$ cat src/rtl/tmr_pkg.sv
package tmr_pkg;

    localparam int N_SRC     = 4;   // sources per class (internal / external)
    localparam int SRC_IDX_W = 2;
    localparam int AW        = 3;

    typedef enum logic [1:0] {
        CLR_NONE  = 2'b00,
        CLR_GRA   = 2'b01,
        CLR_GRB   = 2'b10,
        CLR_GROUP = 2'b11
    } clr_sel_e;

    // Field order matches control bits [6:0].
    typedef struct packed {
        clr_sel_e               clr;
        logic [1:0]             edge_sel;
        logic                   ext_src;
        logic [SRC_IDX_W-1:0]   src_idx;
    } ctrl_t;

    localparam logic [AW-1:0] ADDR_CTRL = 3'd0;
    localparam logic [AW-1:0] ADDR_MODE = 3'd1;
    localparam logic [AW-1:0] ADDR_CNT  = 3'd2;
    localparam logic [AW-1:0] ADDR_GRA  = 3'd3;

endpackage

$ cat src/rtl/tmr_sync.sv
module tmr_sync #(
    parameter int W      = 8,
    parameter int STAGES = 2
) (
    input  logic         clk,
    input  logic         rst_n,
    input  logic [W-1:0] din,
    output logic [W-1:0] dout
);
    logic [STAGES-1:0][W-1:0] st_d, st_q;

    always_comb begin
        st_d[0] = din;
        for (int i = 1; i < STAGES; i++) begin
            st_d[i] = st_q[i-1];
        end
    end

    always_ff @(posedge clk or negedge rst_n) begin
        if (!rst_n) st_q <= '0;
        else        st_q <= st_d;
    end

    assign dout = st_q[STAGES-1];
endmodule

$ cat src/rtl/tmr_step.sv
module tmr_step
    import tmr_pkg::*;
(
    input  logic             clk,
    input  logic             rst_n,
    input  ctrl_t            ctrl,
    input  logic             phase_en,
    input  logic [N_SRC-1:0] int_clk,
    input  logic [N_SRC-1:0] ext_s,
    input  logic             ph_a_s,
    input  logic             ph_b_s,
    output logic             step_up,
    output logic             step_dn
);
    typedef struct packed {
        logic [N_SRC-1:0] int_q;
        logic [N_SRC-1:0] int_p;
        logic [N_SRC-1:0] ext_p;
        logic             pa_p;
        logic             pb_p;
    } st_t;

    st_t st_d, st_q;
    logic [N_SRC-1:0] int_fall, ext_rise, ext_fall, ext_ev;
    logic clk_ev, a_chg, b_chg, ph_up, ph_dn;

    always_comb begin
        st_d       = st_q;
        st_d.int_q = int_clk;
        st_d.int_p = st_q.int_q;
        st_d.ext_p = ext_s;
        st_d.pa_p  = ph_a_s;
        st_d.pb_p  = ph_b_s;

        // internal clocks: falling edges only, edge select has no say
        int_fall = st_q.int_p & ~st_q.int_q;
        ext_rise = ext_s & ~st_q.ext_p;
        ext_fall = ~ext_s & st_q.ext_p;
        case (ctrl.edge_sel)
            2'b00:   ext_ev = ext_rise;
            2'b01:   ext_ev = ext_fall;
            default: ext_ev = ext_rise | ext_fall;
        endcase
        clk_ev = ctrl.ext_src ? ext_ev[ctrl.src_idx] : int_fall[ctrl.src_idx];

        // quadrature: a change of A counts up when A now differs from B,
        // a change of B counts up when B now equals A
        a_chg = ph_a_s ^ st_q.pa_p;
        b_chg = ph_b_s ^ st_q.pb_p;
        ph_up = (a_chg & ~b_chg & (ph_a_s ^ ph_b_s)) |
                (b_chg & ~a_chg & ~(ph_a_s ^ ph_b_s));
        ph_dn = (a_chg & ~b_chg & ~(ph_a_s ^ ph_b_s)) |
                (b_chg & ~a_chg & (ph_a_s ^ ph_b_s));

        step_up = phase_en ? ph_up : clk_ev;
        step_dn = phase_en & ph_dn;
    end

    always_ff @(posedge clk or negedge rst_n) begin
        if (!rst_n) st_q <= '0;
        else        st_q <= st_d;
    end

    // in phase mode, a quiet phase pair produces no step whatever the clocks do
    p_phase_idle_r7: assert property (@(posedge clk) disable iff (!rst_n)
        (phase_en && ph_a_s == st_q.pa_p && ph_b_s == st_q.pb_p) |-> (!step_up && !step_dn));

    // never both directions at once
    p_step_excl_r7: assert property (@(posedge clk) disable iff (!rst_n)
        !(step_up && step_dn));
endmodule

$ cat src/rtl/tmr_gr.sv
module tmr_gr #(
    parameter int CW = 16
) (
    input  logic          clk,
    input  logic          rst_n,
    input  logic          is_cap,
    input  logic          cap_s,
    input  logic [CW-1:0] cnt,
    input  logic          step,
    input  logic          wr_en,
    input  logic [CW-1:0] wr_data,
    output logic [CW-1:0] gr,
    output logic          evt,
    output logic          match
);
    typedef struct packed {
        logic [CW-1:0] gr;
        logic          cap_p;
    } st_t;

    st_t  st_d, st_q;
    logic cap_rise;

    always_comb begin
        st_d       = st_q;
        st_d.cap_p = cap_s;
        cap_rise   = is_cap & cap_s & ~st_q.cap_p;
        match      = ~is_cap & step & (cnt == st_q.gr);
        evt        = match | cap_rise;
        if (cap_rise)   st_d.gr = cnt;      // capture beats a bus write
        else if (wr_en) st_d.gr = wr_data;
    end

    always_ff @(posedge clk or negedge rst_n) begin
        if (!rst_n) st_q <= '{gr: '1, cap_p: 1'b0};
        else        st_q <= st_d;
    end

    assign gr = st_q.gr;

    // a capture edge stores the counter value seen in that cycle
    p_capture_r14: assert property (@(posedge clk) disable iff (!rst_n)
        cap_rise |=> (gr == $past(cnt)));
endmodule

$ cat src/rtl/tmr_chan.sv
module tmr_chan
    import tmr_pkg::*;
#(
    parameter int CW          = 16,
    parameter int SYNC_STAGES = 2
) (
    input  logic             clk,
    input  logic             rst_n,
    input  logic             wr_en,
    input  logic [AW-1:0]    wr_addr,
    input  logic [CW-1:0]    wr_data,
    input  logic             phase_en,
    input  logic [N_SRC-1:0] int_clk,
    input  logic [N_SRC-1:0] ext_clk,
    input  logic             cap_a_pin,
    input  logic             cap_b_pin,
    input  logic             ph_a,
    input  logic             ph_b,
    input  logic             sync_clr_in,
    output logic             sync_clr_out,
    output logic [CW-1:0]    count,
    output logic             cmp_a,
    output logic             cmp_b,
    output logic [CW-1:0]    gr_a,
    output logic [CW-1:0]    gr_b,
    output logic             ovf,
    output logic [7:0]       ctrl_rd
);
    localparam int            SW      = N_SRC + 4;
    localparam logic [CW-1:0] CNT_MAX = '1;

    typedef struct packed {
        ctrl_t         ctrl;
        logic [1:0]    cap_mode;   // bit0: A captures, bit1: B captures
        logic          ovf;
        logic [CW-1:0] cnt;
    } st_t;

    st_t st_d, st_q;

    logic [SW-1:0]    pins_s;
    logic             step_up, step_dn;
    logic [1:0]       gr_evt, gr_match;
    logic [1:0][CW-1:0] gr_val;
    logic             cnt_wr, own_clr, clr;

    tmr_sync #(.W(SW), .STAGES(SYNC_STAGES)) u_sync (
        .clk  (clk),
        .rst_n(rst_n),
        .din  ({ph_b, ph_a, cap_b_pin, cap_a_pin, ext_clk}),
        .dout (pins_s)
    );

    tmr_step u_step (
        .clk     (clk),
        .rst_n   (rst_n),
        .ctrl    (st_q.ctrl),
        .phase_en(phase_en),
        .int_clk (int_clk),
        .ext_s   (pins_s[N_SRC-1:0]),
        .ph_a_s  (pins_s[N_SRC+2]),
        .ph_b_s  (pins_s[N_SRC+3]),
        .step_up (step_up),
        .step_dn (step_dn)
    );

    for (genvar g = 0; g < 2; g++) begin : g_gr
        localparam logic [AW-1:0] GR_ADDR = AW'(ADDR_GRA + g);
        tmr_gr #(.CW(CW)) u_gr (
            .clk    (clk),
            .rst_n  (rst_n),
            .is_cap (st_q.cap_mode[g]),
            .cap_s  (pins_s[N_SRC+g]),
            .cnt    (st_q.cnt),
            .step   (step_up | step_dn),
            .wr_en  (wr_en && wr_addr == GR_ADDR),
            .wr_data(wr_data),
            .gr     (gr_val[g]),
            .evt    (gr_evt[g]),
            .match  (gr_match[g])
        );
    end

    always_comb begin
        st_d   = st_q;
        cnt_wr = wr_en && wr_addr == ADDR_CNT;

        if (wr_en && wr_addr == ADDR_CTRL) st_d.ctrl = ctrl_t'(wr_data[6:0]);
        if (wr_en && wr_addr == ADDR_MODE) begin
            st_d.cap_mode = wr_data[1:0];
            st_d.ovf      = st_q.ovf & wr_data[2];
        end

        own_clr = (st_q.ctrl.clr == CLR_GRA && gr_evt[0]) ||
                  (st_q.ctrl.clr == CLR_GRB && gr_evt[1]);
        clr     = own_clr || (st_q.ctrl.clr == CLR_GROUP && sync_clr_in);

        if (cnt_wr) begin
            st_d.cnt = wr_data;
        end else if (clr) begin
            st_d.cnt = '0;
        end else if (step_up) begin
            st_d.cnt = st_q.cnt + 1'b1;
            if (st_q.cnt == CNT_MAX) st_d.ovf = 1'b1;
        end else if (step_dn) begin
            st_d.cnt = st_q.cnt - 1'b1;
        end
    end

    always_ff @(posedge clk or negedge rst_n) begin
        if (!rst_n) st_q <= '{ctrl: '{clr: CLR_NONE, default: '0}, default: '0};
        else        st_q <= st_d;
    end

    assign sync_clr_out = own_clr;
    assign count        = st_q.cnt;
    assign cmp_a        = gr_match[0];
    assign cmp_b        = gr_match[1];
    assign gr_a         = gr_val[0];
    assign gr_b         = gr_val[1];
    assign ovf          = st_q.ovf;
    assign ctrl_rd      = {1'b0, st_q.ctrl};

    // the flag only rises out of an all-ones counter
    p_ovf_rise_r12: assert property (@(posedge clk) disable iff (!rst_n)
        $rose(ovf) |-> ($past(count) == CNT_MAX));

    // the flag holds unless software writes a zero to it
    p_ovf_sticky_r12: assert property (@(posedge clk) disable iff (!rst_n)
        (ovf && !(wr_en && wr_addr == ADDR_MODE && !wr_data[2])) |=> ovf);

    // an own-register clear lands as zero, whatever step came with it
    p_own_clear_r9: assert property (@(posedge clk) disable iff (!rst_n)
        (sync_clr_out && !cnt_wr) |=> (count == '0 && $stable(ovf)));

    // a group clear request in group mode empties the counter
    p_group_clear_r11: assert property (@(posedge clk) disable iff (!rst_n)
        (ctrl_rd[6:5] == 2'b11 && sync_clr_in && !cnt_wr) |=> (count == '0));
endmodule

$ cat config.mk
export PLATFORM = sky130hd
export DESIGN_NAME = tmr_chan
export DESIGN_NICKNAME = d
export VERILOG_FILES = /design/src/rtl/tmr_pkg.sv /design/src/rtl/tmr_sync.sv /design/src/rtl/tmr_step.sv /design/src/rtl/tmr_gr.sv /design/src/rtl/tmr_chan.sv
export SDC_FILE = /design/constraint.sdc
export NUM_CORES = 1
export LEC_CHECK = 0
export ABC_AREA = 1
export CORE_ASPECT_RATIO = 0.9
export CORE_MARGIN = 2
export CORE_UTILIZATION = 64
export DETAILED_ROUTE_END_ITERATION = 12
export DONT_BUFFER_PORTS = 1
export PLACE_DENSITY = 0.87
export SLEW_MARGIN = 15
export SYNTH_ARGS = -nofsm -noshare
export SYNTH_HDL_FRONTEND = slang
export SYNTH_SLANG_ARGS = --single-unit
export TNS_END_PERCENT = 100
$ cat constraint.sdc
create_clock -name clk -period 2.7 [get_ports clk]
set_input_delay 0.27 -clock clk [delete_from_list [all_inputs] [get_ports clk]]
set_output_delay 0.27 -clock clk [all_outputs]
set_load 0.01 [all_outputs]
# Word level (Yosys, flattened, before mapping)
# Cells that the tools add are included.
[classes]
add_sub_neg = 2
magnitude_cmp = 1
eq_ne = 11
n_mux = 20
bitwise_logic = 38
reduce_logical = 15
[ops]
columns = ["cell", "n"]
rows = [
  ["$mux 16", 8],
  ["$eq 16x16->1", 2],
  ["$add 16x1->16 const B", 1],
  ["$and 1x1->1", 16],
  ["$eq 16x16->1 const B", 1],
  ["$sub 16x1->16 const B", 1],
  ["$and 4x4->4", 3],
  ["$not 4->4", 3],
  ["$mux 1", 9],
  ["$logic_and 1x1->1", 8],
  ["$pmux 4 s2", 1],
  ["$not 1->1", 7],
  ["$eq 3x2->1 const B", 2],
  ["$or 1x1->1", 5],
  ["$bmux 1 s2", 2],
  ["$eq 2x1->1 const B", 2],
  ["$eq 2x2->1 const B", 2],
  ["$or 4x4->4", 1],
  ["$reduce_bool 2->1", 2],
  ["$reduce_bool 4->1", 1],
  ["$eq 3x1->1 const B", 1],
  ["$eq 3x3->1 const B", 1],
  ["$logic_not 3->1", 1],
  ["$lt 2x3->1 const B", 1],
  ["other kinds (3)", 6],
]
[totals]
register_bits = 90
out_inout_bits = 60
elab_cells = 105

# Longest topological paths before layout
[logic_depth]
ltp_word = 17
mapped_depth = 23
ltp_nobuf = 22

# Hierarchy
# A second synthesis with hierarchy kept.
[unflattened]
hier_cells = 821
area_unflattened_um2 = 6185.9
[modules_own_cells]
columns = ["module", "n_inst", "cells_each", "area_per_inst_um2", "seq_area_each_um2"]
rows = [
  ["tmr_gr", 2, 188, 1336.3, 445.4],
  ["tmr_chan", 1, 346, 2364.8, 650.6],
  ["tmr_step", 1, 83, 748.2, 350.3],
  ["tmr_sync", 1, 16, 400.4, 400.4],
]

# Least setup slack after synthesis
# OpenSTA, ideal clock, no wires.
[synth_path]
kind = "flip-flop to flip-flop"
from = "reg u_sync.st_q (netlist bit u_sync.dout[1])"
to = "reg st_q (netlist bit count[15])"
setup_time_ns = 0.077
arrival_time_ns = 2.315
t_required_ns = 2.623
setup_slack_ns = 0.307
path_stages_with_launch = 22
n_path_buf = 1
path_cell_list = "dfrtp_1 inv_1 ha_1 inv_1 a21oi_2 nand3_1 nand3_1 nand3_1 nand2_2 nand2_2 inv_2 buf_2 ha_1 nand3_1 inv_1 nand2_1 nor2_1 nor2_1 nand2_1 nand2_1 nand3_1 a21oi_1"
[synth_via]
elab_chain_len = 17
elab_cells_between_ends = 24
classes_between = "mux: 8; bitwise: 11; reduce/logical: 5"
[synth_rtl]
columns = ["item", "line_no", "text"]
rows = [
  ["from (decl)", "tmr_sync.sv:10", "logic [STAGES-1:0][W-1:0] st_d, st_q;"],
  ["from (signal assigned)", "tmr_sync.sv:21", "else st_q <= st_d;"],
  ["$not 4->4", "tmr_step.sv:38", "ext_fall = ~ext_s & st_q.ext_p;"],
  ["$and 4x4->4", "tmr_step.sv:38", ""],
  ["$or 4x4->4", "tmr_step.sv:42", "default: ext_ev = ext_rise | ext_fall;"],
  ["$pmux 4 s2 (*)", "tmr_step.sv:39", "case (ctrl.edge_sel)"],
  ["$bmux 1 s2 (*)", "tmr_step.sv:44", "clk_ev = ctrl.ext_src ? ext_ev[ctrl.src_idx] : int_fall[ctrl.src_idx];"],
  ["$mux 1 (implied by the code) (*)", "tmr_step.sv:44", ""],
  ["$mux 1 (*)", "tmr_step.sv:44", ""],
  ["$mux 1 (*)", "tmr_step.sv:55", "step_up = phase_en ? ph_up : clk_ev;"],
  ["$or 1x1->1", "tmr_chan.sv:75", ".step (step_up | step_dn),"],
  ["$and 1x1->1 (2 in a row)", "tmr_gr.sv:28", "match = ~is_cap & step & (cnt == st_q.gr);"],
  ["$or 1x1->1", "tmr_gr.sv:29", "evt = match | cap_rise;"],
  ["$logic_and 1x1->1 (on tied branches)", "tmr_chan.sv:94, tmr_chan.sv:95", ""],
  ["$logic_or 1x1->1", "tmr_chan.sv:94", "own_clr = (st_q.ctrl.clr == CLR_GRA && gr_evt[0]) ||"],
  ["$logic_or 1x1->1", "tmr_chan.sv:96", "clr = own_clr || (st_q.ctrl.clr == CLR_GROUP && sync_clr_in);"],
  ["$mux 16", "tmr_chan.sv:100", "end else if (clr) begin"],
  ["$mux 16", "tmr_chan.sv:98", "if (cnt_wr) begin"],
  ["to (signal assigned)", "tmr_chan.sv:112", "else st_q <= st_d;"],
  ["to (decl)", "tmr_chan.sv:39", "st_t st_d, st_q;"],
]
# Mark *: on every way between the ends. The rest lies on a longest branch, timed or not. The select of a mux whose other input is x is not followed.
# A chain may end at the register's enable or synchronous reset.

# Worst setup path in the final report
[layout_path]
from = "reg st_q (netlist bit ctrl_rd[4])"
to = "reg st_q (netlist bit count[0])"
[layout_via]
elab_chain_len = 15
elab_cells_between_ends = 22
classes_between = "eq/ne: 1; mux: 8; bitwise: 7; reduce/logical: 6"
[layout_rtl]
columns = ["item", "line_no"]
rows = [
  ["$eq 2x1->1 / $logic_not 2->1 (equally long branches)", "tmr_step.sv:39"],
  ["$pmux 4 s2 (*)", "tmr_step.sv:39"],
  ["$bmux 1 s2 (*)", "tmr_step.sv:44"],
  ["$mux 1 (implied by the code) (*)", "tmr_step.sv:44"],
  ["$mux 1 (*)", "tmr_step.sv:44"],
  ["$mux 1 (*)", "tmr_step.sv:55"],
  ["$or 1x1->1", "tmr_chan.sv:75"],
  ["$and 1x1->1 (2 in a row)", "tmr_gr.sv:28"],
  ["$or 1x1->1", "tmr_gr.sv:29"],
  ["$logic_and 1x1->1 (on tied branches)", "tmr_chan.sv:94, tmr_chan.sv:95"],
  ["$logic_or 1x1->1", "tmr_chan.sv:94"],
  ["$logic_or 1x1->1", "tmr_chan.sv:96"],
  ["$mux 16", "tmr_chan.sv:100"],
  ["$mux 16", "tmr_chan.sv:98"],
]
# Marks and branches as above.

==> flow_summary.toml <==
[routing]
post-route-drc-count = 0
routed-via-count = 5580
drt_wl_total_um = 17240
ant_nets = 0
drt_iter0_drc = 711
drt_pre_antenna_iters = 6
routedWlPerCell_um = 19.80
viasPerCell = 6.406

[power_and_ir_drop]
p_leak_nw = 3.038
ir_drop_mv = 0.5480
power_mw = 6.540
power_density_mw_per_mm2 = 1032

[yosys]
synthesis.nets = 786
yosys_most_used_dff = "dfrtp_1"
async_flop_share_pct = 100.0
yosys_warnings = 0
ys_types = 46
ys_seq_area_share_pct = 40.65
avgSynthCellArea_sq_um = 7.620
synthCells = 740
synth_edf_count = 0
ys_ff_latch = 90
syn_area_sq_mm = 0.005639

[timing]
relSlewSlack_pct = 51.75
setup_slack_ps = -45.14
fmax_ghz = 0.3643
worst_pin_slew_ps = 722.0
fin_hold_ws_ps = 54.31
finalHoldViolations = 0
fin_skew_ps = 24.62
setup_viol = 8
timing.final.crit_share_pct = 101.7
finalCriticalPeriod_ps = 2745
rsz0062_at_grt = "true"
slew_viol_final = 0

[final_layout]
fin_nets = 793
antenna_cells = 0
drive_gt1_share_pct = 22.87
area_growth_syn_to_layout_pct = 12.43
final_cells = 871

[floorplanning]
die_w_um = 102.9
floorplan.initialDensity_pct = 65.81
core_sq_mm = 0.008568
die_h_um = 93.05
io_pins = 96
die_area_sq_mm = 0.009579
rows = 32

[global_routing]
grt_pass1_vias = 4940
busiest_layer = "met2"
grtUsageMet1_pct = 42.63
track_usage_pct = 32.16
gr-usage-met2_pct = 50.32
grt_start_max_net_pins = 91
antenna_found_initial = 0
use_met3_pct = 7.474
grt_overflow = 0
grt_pass1_wl_um = 24030

[clock_network]
cts_tree = "done"
root_buffer = "clkbuf_8"
cts_sinks = 90
htreeDepth = 3
cts_max_path_buffers = 2
cts-buffers-inserted = 9
clk_pin_slew_ps = 110
clock_latency_ps = 370

[placed_design]
hpwlAfterDp_um = 10880
gp_congestion = 0.9986
port_buffers = 0
dp_cells = 821

[run_status]
status = "finished, violations left"
violations = "setup timing"

[worst_setup_path]
worstPathArrival_ps = 2990
worstPathMaxFanout = 15
cp-end-kind = "flop"
required_ps = 2940
rr_worst_depth = 19
critPathLaunchType = "flop"
worstSetupPathType = "reg -> reg"

[flow_run]
max_cap_viol_count = 0

[hold_path]
hold_depth = 2
hold_path.class = "in -> reg"
## state kept, by name (all words and copies together) (netlist names)
signal and cells:
g_gr.u_gr.gr 32, st_q 2, ovf 1, g_gr.u_gr.st_q 2, count 16, ctrl_rd 7, u_step.st_q 10, u_sync.dout 8
u_sync.st_d 8, u_step.st_d 4
## placed cells by master (no fill, tap or decap), types with 13 or more instances in the layout
cell	synthesis	final
inv_1	87	82
nand2_2	8	27
xor2_1	13	13
dfstp_2	32	32
o22ai_1	15	15
dfrtp_1	58	57
dlygate4sd3_1	0	13
buf_4	35	37
a21oi_1	37	32
nand3_1	54	46
nor2_1	94	90
nand2_1	142	119
o21ai_0	50	49
## layout make-up
class / instances / area (sq um)
tap: 119 / 148.9
multi-input combinational: 494 / 2785
timing repair buffer: 61 / 586.8
inverter: 91 / 351.6
clock inverter: 6 / 46.29
fill: 563 / 2228
clock buffer: 10 / 127.6
sequential: 90 / 2293
## Yosys cell counts, types with 10 or more instances
cell      number  share of area (%)
clkbuf_1      19                1.3
nand2_1      142                9.5
nand3_1       54                4.8
dfrtp_1       58                 26
ha_1          10                2.2
xor2_1        13                2.0
nor2_1        94                6.3
dfstp_2       32                 15
o21ai_0       50                4.4
a21oi_1       37                3.3
inv_1         87                5.8
o22ai_1       15                1.7
buf_4         35                4.7
## what timing repair did
| action | CTS | global route |
|---|---|---|
| pin swaps | 0 | 35 |
| hold buffers | 14 | 0 |
| endpoints found under the hold margin | 102 | 0 |
| endpoints found under the setup margin | 2 | 16 |
| gates resized for setup | 0 | 75 |
| gates cloned | 0 | 1 |
| buffers inserted | 1 | 18 |
## logic make-up (layout without fill, tap and decap cells)
logic type	Yosys count	in the layout	synth area share, %
xor gates and xnor gates	25	25	4.415
other	1	1	0.06650
AOI/OAI and AO/OA	132	132	13.84
DFF	90	90	40.65
and+or+nand+nor	326	326	25.41
adders and majority gates	10	10	2.219
buffers and inverters	156	168	13.40
## path summary, 6_finish.rpt
path,startpoint,end,slack [ps]
hold reg to reg,u_sync.st_d[14]$_DFF_PN0_,u_sync.dout[6]$_DFF_PN0_,350
setup / recovery,ctrl_rd[4]$_DFFE_PN0P_,count[0]$_DFFE_PN0P_,-50
setup reg to reg,ctrl_rd[4]$_DFFE_PN0P_,count[0]$_DFFE_PN0P_,-50
min in group asynchronous,rst_n,ctrl_rd[4]$_DFFE_PN0P_,490
hold / removal,wr_data[3],g_gr[1].u_gr.gr[3]$_DFFE_PN1P_,50
max in group asynchronous,rst_n,g_gr[1].u_gr.gr[10]$_DFFE_PN1P_,1840
## report_power, final
group / internal [mW] / switching, mW / total (mW)
sequential: 1.80 / 0.513 / 2.31
combinational: 1.21 / 2.13 / 3.34
clock: 0.349 / 0.541 / 0.889
total: 3.36 / 3.18 / 6.54
## routing by layer
layer  share of wire, %  vias up
met5                  0        -
met1                 36     2564
met2                 45      535
met4                5.9        0
met3                 13      112
li1                   -     2369
## through the flow
step / util (%) / setup TNS, ps / setup slack (ps) / instance area (sq um)
floorplan: - / 0 / 307.3 / 5639
global placement: 65.08 / 0 / 132.2 / 5577
detailed placement: 65.08 / 0 / 30.95 / 5577
CTS: 69.04 / 0 / 2.786 / 5916
global route: 73.99 / -2423 / -254.3 / 6340
finish: 73.99 / -170.8 / -45.14 / 6340
## critical path: stages (launching register included)
cell      delay [ps]
dfrtp_1          510
inv_2            180
nor2_1            80
nor2_1           120
nand3_1           80
nand3_1           90
nand3_2           90
nand2_2          110
nand2_4          120
inv_8            130
nand2_8           90
nand2_4           90
nand2_1           70
nand2_2          130
buf_6            110
nand3b_4         120
nor2_8           140
inv_4            100
o21ai_0          130
o21ai_1          140
(Power assumes the default switching activity.)
